===== src/rtl/scanline_irq.sv =====
module scanline_irq #(
  parameter int DW        = 8,
  parameter int LW        = 9,
  parameter int LAST_LINE = 239
) (
  input  logic          clk,
  input  logic          rst_n,
  input  logic          wr_en,
  input  logic          wr_a15,
  input  logic          wr_a14,
  input  logic          wr_a13,
  input  logic          wr_a0,
  input  logic [DW-1:0] wr_data,
  input  logic          line_tick,
  input  logic [LW-1:0] line_num,
  input  logic          render_on,
  output logic          irq
);

  localparam logic [DW-1:0] ONE  = DW'(1);
  localparam logic [LW-1:0] LAST = LW'(LAST_LINE);

  logic [DW-1:0] cnt, latch, pre, nxt;
  logic          armed, pend;

  wire grp     = wr_en & wr_a15 & wr_a14;
  wire wr_cnt  = grp & ~wr_a13 & ~wr_a0;
  wire wr_lat  = grp & ~wr_a13 &  wr_a0;
  wire wr_off  = grp &  wr_a13 & ~wr_a0;
  wire wr_on   = grp &  wr_a13 &  wr_a0;
  wire irq_wr  = grp;

  wire step = line_tick & (line_num <= LAST) & render_on & armed & ~pend & ~irq_wr;

  assign pre  = (line_num == '0 && cnt != '0) ? cnt - ONE : cnt;
  wire   zero = (pre == '0);
  assign nxt  = (zero ? latch : pre) - ONE;

  always_ff @(posedge clk) begin
    if (!rst_n) begin
      cnt   <= '0;
      latch <= '0;
      armed <= 1'b0;
      pend  <= 1'b0;
      irq   <= 1'b0;
    end else if (irq_wr) begin
      pend <= 1'b0;
      if (wr_cnt) cnt   <= wr_data;
      if (wr_lat) latch <= wr_data;
      if (wr_off) begin
        armed <= 1'b0;
        irq   <= 1'b0;
      end
      if (wr_on) armed <= 1'b1;
    end else if (step) begin
      cnt <= nxt;
      if (zero) begin
        pend <= 1'b1;
        irq  <= 1'b1;
      end
    end
  end

  AST_RISE_NEEDS_STEP: assert property (@(posedge clk) disable iff (!rst_n)
    $rose(irq) |-> $past(line_tick) && $past(render_on) && $past(line_num) <= LAST)
    else $error("irq rose without a qualifying line");
  AST_RISE_SETS_PEND: assert property (@(posedge clk) disable iff (!rst_n)
    $rose(irq) |-> pend)
    else $error("irq rose without pending mark");
  AST_OFF_DROPS_IRQ: assert property (@(posedge clk) disable iff (!rst_n)
    $past(wr_off) |-> !irq && !armed && !pend)
    else $error("disarm did not drop irq");
  AST_ON_KEEPS_IRQ: assert property (@(posedge clk) disable iff (!rst_n)
    $past(wr_on) && $past(irq) |-> irq && armed)
    else $error("arm dropped irq");
  AST_PEND_FREEZES: assert property (@(posedge clk) disable iff (!rst_n)
    $past(pend) && !$past(irq_wr) |-> $stable(cnt))
    else $error("count moved while pending");
  AST_WRITE_CLEARS_PEND: assert property (@(posedge clk) disable iff (!rst_n)
    $past(wr_cnt || wr_lat) |-> !pend && irq == $past(irq))
    else $error("count or reload write mishandled pending");
  AST_WRITE_BLOCKS_STEP: assert property (@(posedge clk) disable iff (!rst_n)
    $past(wr_lat || wr_on) |-> $stable(cnt))
    else $error("step taken during register write");

endmodule


===== config.mk =====
export PLATFORM = sky130hd
export DESIGN_NAME = scanline_irq
export DESIGN_NICKNAME = d
export VERILOG_FILES = /design/src/rtl/scanline_irq.sv
export SDC_FILE = /design/constraint.sdc
export NUM_CORES = 1
export LEC_CHECK = 0
export ABC_CLOCK_PERIOD_IN_PS = 6000
export BUFFER_PORTS_ARGS = -buffer_cell sky130_fd_sc_hd__buf_2
export CAP_MARGIN = 5
export CORE_UTILIZATION = 32
export DETAILED_ROUTE_END_ITERATION = 10
export PLACE_DENSITY_LB_ADDON = 0.3
export RECOVER_POWER = 50
export REMOVE_ABC_BUFFERS = 1
export SYNTH_ARGS = -nofsm -noshare
export SYNTH_HDL_FRONTEND = slang
export SYNTH_SLANG_ARGS = --single-unit

===== constraint.sdc =====
create_clock -name clk -period 6 [get_ports clk]
set_input_delay 0.3 -clock clk [delete_from_list [all_inputs] [get_ports clk]]
set_output_delay 0.3 -clock clk [all_outputs]
set_load 0.02 [all_outputs]

==> impl_results.md <==
- Pwr Density: between 150 and 200 mW/mm^2
- Hold-fix buffers, CTS: 0
- Routed WL: 4070 um
- Chip Height: 70.3 um
- Most frequent cells in the layout: 25 x buf_2, 23 x nand2_1, 19 x dfxtp_1, 15 x nor2_1, 12 x nand3_1
- IO Pins: 27
- Slew margin rel.: about three fifths
- First-pass GRT wire length: 6820 um
- Crit-path max cell delay: roughly 600 ps
- Area share of the largest cell type after synthesis: 25.5%
- Worst setup EP type: flip-flop
- Slowest cell on crit path: or4b_2
- Sink Count: 19
- Crit Path Class: reg -> reg
- CTS buffer count: 3
- Final setup fails: 0
- Warnings, synthesis: 0
- Std-Cell Rows: 24
- Final hold slack: 315 ps
- EDFF count, synth: 0
- Vias in the first global route: 1378
- Status: finished, final reports clean
- Area Overhead vs Synth: 13.0%
- Slew @ Worst Pin: between 500 and 600 ps
- Synth area leaders: dfxtp_1 25%, nand2_1 5.8%, a21boi_0 4.5%
- Core area: 0.00441 mm^2
- Initial DRC count: roughly 100
- Layout Nets: 242
- Port Buffers: 26
- Setup crit start kind: flip-flop
- CTS resizes: 0
- Max cap viols: 0
- Via-to-Cell Ratio: 5.75
- Gr usage total: 16.8%
- Worst hold path type: in -> reg
- CTS tree: built
- Fin Clk Skew: 4.79 ps
- Layout Cells excl Fill: 264
- Share of cells above drive strength 1: just under 20%
- Chip width: 70.3 um
- Final hold viol count: 0
- Placed cell area: 0.00164 mm^2
- Routability Congestion: 0.903
- Setup TNS: 0 ps
- Commonest non-fill, non-tap cell in the layout: buf_2
- Die footprint: just under 0.005 mm^2
- Iteration count of the initial detailed-routing pass: 4
- Slew Limit Fails: 0
- Cell accounting for the most synthesized area: dfxtp_1
- Mapped Avg Cell Area: between 7 and 8 um^2
- Tmin final: ~3900 ps
- Post-synthesis async set-or-reset flop share: 0%
- CP arrival: 4030 ps
- Worst Path Max Fanout: 9
- Placed cell count: 260
- Synthesized area: 0.00149 mm^2
- Mapped Cells: 191
- Largest net degree at the start of global routing: 21
- Initial Util: between 30% and 40%
- Synth unique cells: 53
- Crit-path cells: inv_1 > ha_1 > or4b_2 > or3_1 > o211ai_1 > a21oi_4 > and3_1 > a21oi_1 > ha_1 > nand4_1 > or4_1 > a22oi_1 > o22ai_1
- Sequential fraction of the synthesis area: 25.5%
- Clock slew at reported path FFs: 70 ps
- Setup ws final: 2100 ps
- Remaining antenna violation count: 0
- # H-tree levels: 1
- Leak pwr: 0.613 nW
- CTS Buffer Depth: 2
- #FFs+latches synth: 19
- Total number of vias: 1517
- Drt wl/cell: 15.4 um
- DRC: 0
- WP data required: between 6000 and 7000 ps
- Initial antenna violation count: 0
- Final Cycle Share: 65.0%
- Cell area after layout: ~0.0017 mm^2
- CTS root buf: clkbuf_8
- Total gr overflow: 0
- Diodes inserted: 0
- CP bufs+invs: 1
- Clock Latency Late Sink: around 250 ps
- RSZ-0062 raised after global routing: false
- HPWL Detailed: a little over 3000 um
- Crit path top cell by count: ha_1
- Synth Flop Type: dfxtp_1
- Setup bufs post-CTS: 0
- Worst vdd ir: 0.000138 V
- F_max: 257 MHz
- Delay-heaviest family, CP: simple AND/OR/NAND/NOR gates
- Dpl ws: ~2200 ps
final cells by class:
type / count / area (um^2)
Sequential cell: 19 / 380
Fill cell: 455 / 2730
Clock buffer: 4 / 45.0
Tap cell: 52 / 65.1
Multi-Input combinational cell: 158 / 1040
Inverter: 4 / 15.0
Timing Repair Buffer: 27 / 136
flip-flops by register name, indices dropped and copies added, names as in the netlist:
| signal | flops |
|---|---|
| armed | 1 |
| cnt | 8 |
| irq | 1 |
| latch | 8 |
| pend | 1 |
layer usage:
metal / track usage [%] / part of all wire, % / up-vias
met2: 24.1 / 43 / 52
li1: - / - / 765
met1: 26.0 / 50 / 696
met5: 0 / 0 / -
met3: 1.30 / 5.6 / 4
met4: 4.89 / 1.4 / 0
worst paths after layout:
path / from / endpoint / slack [ps] / cells past startpoint
min: wr_data[4] / latch[4] / 310 / 3
max reg2reg: cnt[0] / cnt[6] / 2100 / 13
min reg2reg: armed / armed / 490 / 2
max: cnt[0] / cnt[6] / 2100 / 13
worst register-to-register path, delay by kind of cell (launching register included):
kind,cells,cell delay [ps]
fa+ha+maj,2,440
compound gates,5,900
flops,1,340
buf+inv,1,130
simple gates,5,1980
report_power, final:
part / switching (W) / internal [W] / leakage, nW
combinational: 0.0000334 / 0.0000249 / 0.437
clock: 0.0000423 / 0.0000472 / 0.0228
sequential: 0.00000350 / 0.000128 / 0.154
per-stage QoR:
stage,utilization [%],total power (W)
3_3_place_gp,37.2,0.000192
3_5_place_dp,37.2,0.000192
2_1_floorplan,-,0.000171
6_report,38.2,0.000280
5_1_grt,38.2,0.000293
4_1_cts,38.2,0.000282
cells in the mapped netlist (3+ instances only):
cell type,instances
nor3_1,4
xnor2_1,6
clkbuf_1,7
a21boi_0,9
or3_1,3
o2111ai_1,3
nand3_1,12
nand2_1,23
nor2_1,15
a21oi_1,11
inv_1,4
nand4_1,4
o21ai_0,5
xor2_1,3
o211ai_1,7
a31oi_1,3
nor4_1,3
o31ai_1,4
dfxtp_1,19
ha_1,3
kinds of logic (layout without fill, tap and decap cells):
kind of cell / after synthesis / after routing / synth area share, %
compound gates: 62 / 62 / 31.9
xor+xnor: 9 / 9 / 5.28
fa+ha+maj: 3 / 3 / 2.51
buf+inv: 14 / 35 / 4.53
flops: 19 / 19 / 25.5
mux: 1 / 1 / 0.671
simple gates: 83 / 83 / 29.7
Power figures use the tool's default switching activity.
